File: src/rtl/psd_pkg.sv
// Shared encodings for the two-hot crossbar drive decoder.
// Assumes wire indices follow lexicographic (p<q) line-pair order.
package psd_pkg;

    typedef enum logic [1:0] {
        MODE_PROG_HI = 2'b00,
        MODE_PROG_LO = 2'b01,
        MODE_OPERATE = 2'b10,
        MODE_ISOLATE = 2'b11
    } psd_mode_e;

    typedef enum logic [1:0] {
        ST_OFF,
        ST_GAP,
        ST_DRIVE,
        ST_OPER
    } psd_state_e;

    // Index of the first wire whose lower line is p.
    function automatic int pair_base(input int lines, input int p);
        return (p * (2 * lines - p - 1)) / 2;
    endfunction

endpackage

File: src/rtl/psd_pair_decode.sv
// Two-hot decoder: one output per line pair, high when both lines are set.
// Assumes nothing about how many lines are set; all-ones selects every wire.
module psd_pair_decode #(
    parameter int LINES = 6,
    localparam int WIRES = LINES * (LINES - 1) / 2
) (
    input  logic [LINES-1:0] sel_lines,
    output logic [WIRES-1:0] wire_on
);
    // One AND gate per line pair, placed at its lexicographic index.
    for (genvar p = 0; p < LINES; p++) begin : g_lo
        for (genvar q = p + 1; q < LINES; q++) begin : g_hi
            localparam int K = psd_pkg::pair_base(LINES, p) + q - p - 1;
            assign wire_on[K] = sel_lines[p] & sel_lines[q];
        end
    end
endmodule

File: src/rtl/psd_code_table.sv
// Logical-wire to physical-code table filled by software after discovery.
// Only zero (reserved) or two-hot codes are stored; read is combinational
// from the registered contents, so a same-cycle write is not seen.
module psd_code_table #(
    parameter int LINES   = 6,
    parameter int ENTRIES = 12,
    parameter int IDX_W   = 4
) (
    input  logic             clk,
    input  logic             rst_n,
    input  logic             we,
    input  logic [IDX_W-1:0] wr_idx,
    input  logic [LINES-1:0] wr_code,
    input  logic [IDX_W-1:0] rd_idx,
    output logic [LINES-1:0] rd_code,
    output logic             rd_bad
);
    logic [LINES-1:0] mem [ENTRIES];
    logic             wr_ok;
    logic             rd_in_range;

    // Accept only in-range writes of reserved or two-hot codes.
    always_comb begin
        wr_ok = we && (32'(wr_idx) < ENTRIES) &&
                (($countones(wr_code) == 0) || ($countones(wr_code) == 2));
    end

    // Storage: reset marks every logical wire unusable.
    always_ff @(posedge clk) begin
        if (!rst_n) begin
            for (int i = 0; i < ENTRIES; i++) mem[i] <= '0;
        end else if (wr_ok) begin
            mem[wr_idx] <= wr_code;
        end
    end

    // Lookup and usability flag for the requested logical wire.
    always_comb begin
        rd_in_range = 32'(rd_idx) < ENTRIES;
        rd_code     = rd_in_range ? mem[rd_idx] : '0;
        rd_bad      = (rd_code == '0);
    end
endmodule

File: src/rtl/psd_sequencer.sv
// Mode sequencer: owns the registered pull-up and pull-down line patterns.
// Enforces one-cycle drives, an all-off cycle after each drive and before
// leaving operate for a program drive. Assumes lookup codes are two-hot.
module psd_sequencer #(
    parameter int LINES = 6
) (
    input  logic             clk,
    input  logic             rst_n,
    input  logic             req_stb,
    input  logic [1:0]       req_mode,
    input  logic [LINES-1:0] lk_code,
    input  logic             lk_bad,
    output logic [LINES-1:0] pu_lines,
    output logic [LINES-1:0] pd_lines,
    output logic             hv_sel,
    output logic             req_err,
    output logic             req_ready
);
    import psd_pkg::*;

    psd_state_e       state;
    logic             pend_dn;
    logic [LINES-1:0] pend_code;
    psd_mode_e        mode;

    // Requests are taken only in steady states.
    always_comb begin
        req_ready = (state == ST_OFF) || (state == ST_OPER);
        mode      = psd_mode_e'(req_mode);
    end

    // State, line patterns, supply select and error pulse.
    always_ff @(posedge clk) begin
        if (!rst_n) begin
            state     <= ST_OFF;
            pu_lines  <= '0;
            pd_lines  <= '0;
            hv_sel    <= 1'b0;
            req_err   <= 1'b0;
            pend_dn   <= 1'b0;
            pend_code <= '0;
        end else begin
            req_err <= 1'b0;
            if (req_stb && req_ready) begin
                case (mode)
                    MODE_PROG_HI, MODE_PROG_LO: begin
                        if (lk_bad) begin
                            req_err <= 1'b1;
                        end else if (state == ST_OFF) begin
                            state    <= ST_DRIVE;
                            pu_lines <= (mode == MODE_PROG_HI) ? lk_code : '0;
                            pd_lines <= (mode == MODE_PROG_LO) ? lk_code : '0;
                            hv_sel   <= 1'b1;
                        end else begin
                            state     <= ST_GAP;
                            pu_lines  <= '0;
                            pd_lines  <= '0;
                            pend_dn   <= (mode == MODE_PROG_LO);
                            pend_code <= lk_code;
                        end
                    end
                    MODE_OPERATE: begin
                        state    <= ST_OPER;
                        pu_lines <= '1;
                        pd_lines <= '1;
                    end
                    default: begin
                        state    <= ST_OFF;
                        pu_lines <= '0;
                        pd_lines <= '0;
                    end
                endcase
            end else if (state == ST_DRIVE) begin
                state    <= ST_OFF;
                pu_lines <= '0;
                pd_lines <= '0;
                hv_sel   <= 1'b0;
            end else if (state == ST_GAP) begin
                state    <= ST_DRIVE;
                pu_lines <= pend_dn ? '0 : pend_code;
                pd_lines <= pend_dn ? pend_code : '0;
                hv_sel   <= 1'b1;
            end
        end
    end
endmodule

File: src/rtl/psd_crossbar_drive.sv
// Top: lookup table, mode sequencer and the two pair decoders of one
// array side. Per-wire flags show which supply each wire is tied to.
module psd_crossbar_drive #(
    parameter int ADDR_LINES = 6,
    parameter int LOG_WIRES  = 12,
    localparam int LIDX_W    = $clog2(LOG_WIRES),
    localparam int NUM_WIRES = ADDR_LINES * (ADDR_LINES - 1) / 2
) (
    input  logic                  clk,
    input  logic                  rst_n,
    input  logic                  tbl_we,
    input  logic [LIDX_W-1:0]     tbl_idx,
    input  logic [ADDR_LINES-1:0] tbl_code,
    input  logic                  req_stb,
    input  logic [1:0]            req_mode,
    input  logic [LIDX_W-1:0]     req_wire,
    output logic                  req_ready,
    output logic                  req_err,
    output logic                  hv_sel,
    output logic [ADDR_LINES-1:0] pu_lines,
    output logic [ADDR_LINES-1:0] pd_lines,
    output logic [NUM_WIRES-1:0]  wire_up,
    output logic [NUM_WIRES-1:0]  wire_dn,
    output logic [NUM_WIRES-1:0]  wire_float
);
    logic [ADDR_LINES-1:0] lk_code;
    logic                  lk_bad;

    psd_code_table #(
        .LINES(ADDR_LINES), .ENTRIES(LOG_WIRES), .IDX_W(LIDX_W)
    ) i_table (
        .clk(clk), .rst_n(rst_n), .we(tbl_we), .wr_idx(tbl_idx),
        .wr_code(tbl_code), .rd_idx(req_wire), .rd_code(lk_code),
        .rd_bad(lk_bad)
    );

    psd_sequencer #(.LINES(ADDR_LINES)) i_seq (
        .clk(clk), .rst_n(rst_n), .req_stb(req_stb), .req_mode(req_mode),
        .lk_code(lk_code), .lk_bad(lk_bad), .pu_lines(pu_lines),
        .pd_lines(pd_lines), .hv_sel(hv_sel), .req_err(req_err),
        .req_ready(req_ready)
    );

    psd_pair_decode #(.LINES(ADDR_LINES)) i_dec_up (
        .sel_lines(pu_lines), .wire_on(wire_up)
    );

    psd_pair_decode #(.LINES(ADDR_LINES)) i_dec_dn (
        .sel_lines(pd_lines), .wire_on(wire_dn)
    );

    // A wire tied to neither supply floats.
    always_comb wire_float = ~(wire_up | wire_dn);
endmodule

File: config.mk
export PLATFORM = sky130hd
export DESIGN_NAME = psd_crossbar_drive
export DESIGN_NICKNAME = d
export VERILOG_FILES = /design/src/rtl/psd_pkg.sv /design/src/rtl/psd_pair_decode.sv /design/src/rtl/psd_code_table.sv /design/src/rtl/psd_sequencer.sv /design/src/rtl/psd_crossbar_drive.sv
export SDC_FILE = /design/constraint.sdc
export NUM_CORES = 1
export LEC_CHECK = 0
export BUFFER_PORTS_ARGS = -buffer_cell sky130_fd_sc_hd__buf_2
export CORE_ASPECT_RATIO = 1.2
export CORE_MARGIN = 3
export CORE_UTILIZATION = 35
export CTS_BUF_LIST = sky130_fd_sc_hd__clkbuf_16
export DETAILED_ROUTE_END_ITERATION = 8
export HOLD_SLACK_MARGIN = 0.05
export PLACE_DENSITY = 0.59
export RECOVER_POWER = 50
export SYNTH_ARGS = -nofsm -noshare
export SYNTH_HDL_FRONTEND = slang
export SYNTH_SLANG_ARGS = --single-unit
File: constraint.sdc
create_clock -name clk -period 3.7 [get_ports clk]
set_input_delay 0.925 -clock clk [delete_from_list [all_inputs] [get_ports clk]]
set_output_delay 0.925 -clock clk [all_outputs]
set_load 0.005 [all_outputs]
==> flow_metrics.env, run 1 <==
export IMPL_timing_critical_path_slowest_cell_delay_ps=640
export IMPL_floorplan_core_area_mm2=0.01382
export IMPL_critPathRequiredTime_ps=3930
export IMPL_synth_edff_count=72
export IMPL_area_growth_synth_to_final_pct=18.59
export IMPL_holdBufCountCts=0
export IMPL_timing_max_transition_violations_final=0
export IMPL_total_cts_buffers=9
export IMPL_critPathKind="primary input to register"
export IMPL_synth_seq_area_share=0.5280
export IMPL_antennaDiodeCount=0
export IMPL_slowest_stage="sky130_fd_sc_hd__mux4_1"
export IMPL_synth_cells_most_frequent="sky130_fd_sc_hd__and2_1 (105), sky130_fd_sc_hd__edfxtp_1 (72), sky130_fd_sc_hd__nor2_1 (33)"
export IMPL_pin_count=80
export IMPL_postSynthRegisterBits=95
export IMPL_dp_hpwl_um=8775
export IMPL_clk_pin_slew_worst_paths_ps=70
export IMPL_synthMostInstantiatedCell="sky130_fd_sc_hd__and2_1"
export IMPL_fin_skew_ps=6.913
export IMPL_route_vias_total=3403
export IMPL_finalHoldViolCount=0
export IMPL_critical_path_endpoint_type="register"
export IMPL_detail_route_drc_violations=0
export IMPL_die_x_um=114.8
export IMPL_die_area_mm2=0.01566
export IMPL_synthDominantAreaCellType="sky130_fd_sc_hd__edfxtp_1"
export IMPL_first_pass_iters=4
export IMPL_synthesis_instances=399
export IMPL_gpl_final_weighted_congestion=0.8269
export IMPL_start_util=0.3594
export IMPL_placementRows=47
export IMPL_relSlewSlack=0.5286
export IMPL_count_of_buffer_and_inverter_cells_on_the_critical_path=1
export IMPL_clk_root_buffer_cell="sky130_fd_sc_hd__clkbuf_16"
export IMPL_timing_critical_path_from_type="primary input"
export IMPL_initialDrtViolationCount=167
export IMPL_synth_area_mm2=0.004967
export IMPL_multi_input_combinational_cell_area_mm2=0.002155
export IMPL_cts_path_max_buffers=2
export IMPL_finalCoreUtilization=0.4263
export IMPL_achievable_frequency_mhz=292.2
export IMPL_setup_total_negative_slack_ps=0
export IMPL_antenna_violating_nets_left=0
export IMPL_power_per_cell_area_mw_per_mm2=494.7
export IMPL_number_of_antenna_violations_at_the_first_check_in_global_routing=0
export IMPL_grt_use_total=0.1474
export IMPL_ys_dominant_reg_cell="sky130_fd_sc_hd__edfxtp_1"
export IMPL_synthDistinctLibCells=47
export IMPL_outcome="completed"
export IMPL_tritoncts_num_sinks=95
export IMPL_avgViaCountPerCell=5.056
export IMPL_sequence_of_cells_on_the_critical_path="clkbuf_1 > mux4_1 > or4_1 > o31a_1 > nor3_1 > a31oi_2 > o221a_2"
export IMPL_synth_warning_count=0
export IMPL_max_cap_violations=0
export IMPL_vdd_drop_max_mv=0.2973
export IMPL_grt_setup_unrepaired="false"
export IMPL_critPathTopFamily="compound AO/OA/AOI/OAI gates"
export IMPL_timing_hold_worst_class="register to register"
export IMPL_syn_avg_cell_area_um2=12.45
export IMPL_postCtsSetupBuffers=0
export IMPL_numPortBuffers=79
export IMPL_synth_nets=428
export IMPL_postPlaceCellArea_mm2=0.005639
export IMPL_final_layout_size_suffix_gt1_frac=0.2530
export IMPL_grt_pass1_wl_um=17770
export IMPL_postRouteWirelength_um=11310
export IMPL_final_nets=526
export IMPL_power_leakage_nw=2.314
export IMPL_cp_data_arrival_time_ps=3650
export IMPL_period_needed_ps=3422
export IMPL_cts_htree_levels=3
export IMPL_asyncSetResetFlopFracSynth=0
export IMPL_final_min_period_over_clock_period=0.9250
export IMPL_post_drt_wl_per_cell_um=16.81
export IMPL_clk_lat_worst_skew_ps=340
export IMPL_setup_violations_final=0
export IMPL_max_slew_worst_pin_slew_ps=701.7
export IMPL_layout_area_seq_mm2=0.002623
export IMPL_fin_area_mm2=0.005891
export IMPL_pin_count_of_the_biggest_net_entering_global_routing=45
export IMPL_tritoncts="built"
export IMPL_first_global_vias=3358
export IMPL_synth_largest_type_area_fraction=0.4353
export IMPL_synth_area_top_cells="sky130_fd_sc_hd__edfxtp_1 (44%), sky130_fd_sc_hd__and2_1 (13%), sky130_fd_sc_hd__dfxtp_1 (9.3%)"
export IMPL_fillCellCount=1316
export IMPL_cts_repair_resize_count=0
export IMPL_design_power_total_w=0.002914
export IMPL_die_height_um=136.5
export IMPL_largest_fanout_of_any_net_on_the_critical_path=14
export IMPL_global_route_overflow_total=0
[kinds of logic (layout without fill, tap and decap cells)]
family / Yosys count / in the layout / synth area share
AOI/OAI and AO/OA: 50 / 50 / 0.08866
adders and majority gates: 9 / 9 / 0.02569
buffers and inverters: 30 / 133 / 0.03728
DFF: 95 / 95 / 0.5280
muxes: 30 / 30 / 0.1096
and+or+nand+nor: 185 / 185 / 0.2108
[power by group]
group	total [W]	internal (W)	switching (W)	leakage, nW
registers	0.00137	0.00125	0.000111	0.873
logic	0.000633	0.000289	0.000344	1.30
clock network	0.000916	0.000479	0.000437	0.142
[per-layer routing]
layer	GRT usage	vias to the layer above	wire length (µm)
li1	-	1652	-
met1	0.1737	1627	4677
met2	0.2709	114	5795
met3	0.02698	10	655
met4	0.04501	0	181
met5	0	-	0
[registers in the layout (all words and copies together), names as in the netlist]
| name | flops |
|---|---|
| i_seq.req_err | 1 |
| i_seq.pd_lines | 6 |
| i_table.mem | 72 |
| i_seq.pu_lines | 6 |
| i_seq.state | 2 |
| i_seq.pend_code | 6 |
| i_seq.hv_sel | 1 |
| i_seq.pend_dn | 1 |
[cells in the final DEF (no fill, tap or decap), types with 11 or more instances in the layout]
cell,count
sky130_fd_sc_hd__clkbuf_1,24
sky130_fd_sc_hd__and2_1,45
sky130_fd_sc_hd__buf_2,55
sky130_fd_sc_hd__dfxtp_1,23
sky130_fd_sc_hd__and2_0,60
sky130_fd_sc_hd__nand2_1,14
sky130_fd_sc_hd__edfxtp_1,72
sky130_fd_sc_hd__a22o_1,11
sky130_fd_sc_hd__mux2i_1,12
sky130_fd_sc_hd__mux4_2,13
sky130_fd_sc_hd__nor2_1,33
sky130_fd_sc_hd__buf_4,21
[worst paths after layout]
check | from | end | slack [ps] | cells past startpoint
setup reg to reg | i_table.mem[5][0] | i_seq.pd_lines[5] | 850 | 6
hold / removal | i_seq.pend_code[5] | i_seq.pend_code[5] | 470 | 2
setup / recovery | req_wire[0] | i_seq.pd_lines[5] | 280 | 7
hold reg to reg | i_seq.pend_code[5] | i_seq.pend_code[5] | 470 | 2
[worst min-delay path, cell delays in order, from the launching register on]
cell and delay [ps]:
sky130_fd_sc_hd__dfxtp_1 320, sky130_fd_sc_hd__nand2_1 60, sky130_fd_sc_hd__mux2i_1 50
[per-stage QoR]
step	std cells	worst slack (ps)	hold slack, ps
after floorplan	399	292.6	446.9
after global routing	673	152.0	498.6
after global placement	657	144.4	457.8
final	673	277.5	474.6
after detailed placement	657	57.37	465.7
after CTS	673	421.7	475.5
[area by class of cell]
class                   instances  share of cell area
flip-flops and latches         95              0.4452
multi-input cells             274              0.3658
repair buffers                107             0.09473
clock buffers                   9             0.03823
well taps                     171             0.03632
clock inverters                 7             0.01338
inverters                      10            0.006372
(Power assumes the default switching activity.)
==> inputs of run 2 (changes only) <==
--- a/config.mk
+++ b/config.mk
@@ -10,6 +10,7 @@
 export CORE_MARGIN = 3
 export CORE_UTILIZATION = 35
 export CTS_BUF_LIST = sky130_fd_sc_hd__clkbuf_16
+export CTS_CLUSTER_SIZE = 30
 export DETAILED_ROUTE_END_ITERATION = 8
 export HOLD_SLACK_MARGIN = 0.05
 export PLACE_DENSITY = 0.59
==> constraint.sdc (replaced) <==
create_clock -name clk -period 3.7 [get_ports clk]
set_input_delay 0.74 -clock clk [delete_from_list [all_inputs] [get_ports clk]]
set_output_delay 0.74 -clock clk [all_outputs]
set_load 0.005 [all_outputs]
==> run 2 against run 1 <==
Against the previous run:
- sequential cell count stayed put
- fmax is 3.4% higher
- global-route usage is 0.12 points lower
- hold slack better by 5.9 ps
- core utilization is 0.53 points lower
- critical path type unchanged
- final cell count is 1.3% lower
- first-iteration DRC count is 22% lower
- clock-buffer cell count stayed put
- largest cell class unchanged
- combinational power is 0.6% lower
- routed wire length is 2.1% lower
- sequential share of layout area is 0.56 points higher
- clock skew is 1.1 ps higher
==> flow_metrics.env, run 2 (synthesis gave the netlist of run 1 again) <==
export IMPL_worst_slack_ps=389.2
export IMPL_mostFrequentLayoutCells="sky130_fd_sc_hd__edfxtp_1 (72), sky130_fd_sc_hd__buf_2 (58), sky130_fd_sc_hd__and2_1 (57)"
export IMPL_mostFrequentLayoutCell="sky130_fd_sc_hd__edfxtp_1"
export IMPL_top_signal_layer_used="met4"
export IMPL_setup_total_negative_slack_ps=0
export IMPL_slowest_stage="sky130_fd_sc_hd__mux4_2"
export IMPL_post_drt_wl_per_cell_um=16.67
export IMPL_fin_skew_ps=8.048
export IMPL_first_pass_iters=4
export IMPL_fin_area_mm2=0.005817
export IMPL_final_min_period_over_clock_period=0.8948
export IMPL_grt_pass1_wl_um=17480
export IMPL_postRouteWirelength_um=11070
export IMPL_pin_count=80
export IMPL_grt_use_total=0.1462
export IMPL_postPlaceCellArea_mm2=0.005572
export IMPL_dp_hpwl_um=8513
export IMPL_timing_hold_worst_class="register to register"
export IMPL_clk_pin_slew_worst_paths_ps=70
export IMPL_die_height_um=136.5
export IMPL_clk_lat_worst_skew_ps=350
export IMPL_largest_register="i_table.mem"
export IMPL_critical_path_endpoint_type="register"
export IMPL_final_layout_size_suffix_gt1_frac=0.2454
export IMPL_period_needed_ps=3311
export IMPL_gpl_final_weighted_congestion=0.8013
export IMPL_power_leakage_nw=2.301
export IMPL_numPortBuffers=79
export IMPL_timing_critical_path_from_type="primary input"
export IMPL_vdd_drop_max_mv=0.2749
export IMPL_setup_violations_final=0
export IMPL_total_cts_buffers=9
export IMPL_wl_met2_um=5789
export IMPL_largest_fanout_of_any_net_on_the_critical_path=14
export IMPL_achievable_frequency_mhz=302.0
export IMPL_fillCellCount=1302
export IMPL_cts_repair_resize_count=0
export IMPL_finalHoldViolCount=0
export IMPL_number_of_antenna_violations_at_the_first_check_in_global_routing=0
export IMPL_antennaDiodeCount=0
export IMPL_reg2reg_setup_slack_ps=980
export IMPL_tritoncts_num_sinks=95
export IMPL_critPathTopFamily="buffers and inverters"
export IMPL_die_x_um=114.8
export IMPL_global_route_overflow_total=0
export IMPL_clk_root_buffer_cell="sky130_fd_sc_hd__clkbuf_16"
export IMPL_cts_path_max_buffers=2
export IMPL_place_worst_setup_slack_ps=23.30
export IMPL_initialDrtViolationCount=131
export IMPL_route_vias_total=3327
export IMPL_timing_max_transition_violations_final=0
export IMPL_first_global_vias=3292
export IMPL_holdBufCountCts=0
export IMPL_cts_htree_levels=3
export IMPL_critPathRequiredTime_ps=3930
export IMPL_grt_setup_unrepaired="false"
export IMPL_m1WireLength_um=4560
export IMPL_antenna_violating_nets_left=0
export IMPL_count_of_buffer_and_inverter_cells_on_the_critical_path=3
export IMPL_sequence_of_cells_on_the_critical_path="clkbuf_1 > clkbuf_2 > mux4_2 > mux2i_1 > nor2_1 > nor4_1 > buf_4 > a31oi_2 > o221a_2"
export IMPL_postCtsSetupBuffers=0
export IMPL_outcome="completed"
export IMPL_design_power_total_w=0.002883
export IMPL_largest_reg_flops=72
export IMPL_detail_route_drc_violations=0
export IMPL_max_slew_worst_pin_slew_ps=746.4
export IMPL_tritoncts="built"
export IMPL_avgViaCountPerCell=5.011
export IMPL_pin_count_of_the_biggest_net_entering_global_routing=44
export IMPL_area_growth_synth_to_final_pct=17.10
export IMPL_relSlewSlack=0.5013
export IMPL_finalCoreUtilization=0.4209
export IMPL_die_area_mm2=0.01566
export IMPL_floorplan_core_area_mm2=0.01382
export IMPL_placementRows=47
export IMPL_timing_critical_path_slowest_cell_delay_ps=610
export IMPL_cp_data_arrival_time_ps=3540
export IMPL_start_util=0.3594
export IMPL_max_cap_violations=0
export IMPL_final_nets=517
export IMPL_met3WireLength_um=616
export IMPL_critPathKind="primary input to register"
export IMPL_power_per_cell_area_mw_per_mm2=495.6
-- run 2: area by class of cell --
cell class,instances,area (µm²),share of cell area
Timing Repair Buffer,98,496.7,0.08539
Tap cell,171,214.0,0.03678
Sequential cell,95,2623,0.4509
Inverter,10,37.54,0.006453
Multi-Input combinational cell,274,2160,0.3713
Clock inverter,7,61.31,0.01054
Clock buffer,9,225.2,0.03872
-- run 2: stage by stage --
step | cells | hold WS [ps]
floorplan | 399 | 446.9
global placement | 648 | 457.2
detailed placement | 648 | 469.8
CTS | 664 | 482.8
global route | 664 | 502.9
finish | 664 | 480.5
-- run 2: worst paths after layout --
kind,depth (start not counted),to,from
worst min register to register,2,i_seq.pend_code[4],i_seq.pend_code[4]
worst max register to register,6,i_seq.pu_lines[4],i_table.mem[7][2]
worst max-delay path,9,i_seq.pu_lines[4],req_wire[1]
worst min-delay path,2,i_seq.pend_code[4],i_seq.pend_code[4]
-- run 2: layer usage --
| layer | GRT usage | vias to the layer above |
|---|---|---|
| met2 | 0.2744 | 103 |
| met1 | 0.1709 | 1572 |
| met4 | 0.03718 | 0 |
| li1 | - | 1642 |
| met3 | 0.02609 | 10 |
| met5 | 0 | - |
-- run 2: worst register-to-register path: stages (launching register included) --
cell and delay [ps]:
sky130_fd_sc_hd__edfxtp_1 360, sky130_fd_sc_hd__mux4_2 530, sky130_fd_sc_hd__or4_1 530, sky130_fd_sc_hd__o31a_1 290
sky130_fd_sc_hd__nor3_2 240, sky130_fd_sc_hd__a31oi_2 310, sky130_fd_sc_hd__o221a_2 370
-- run 2: power breakdown --
part	switching [W]	internal, W
Combinational	0.000346	0.000283
Clock	0.000424	0.000470
Sequential	0.000106	0.00125
Total	0.000876	0.00201
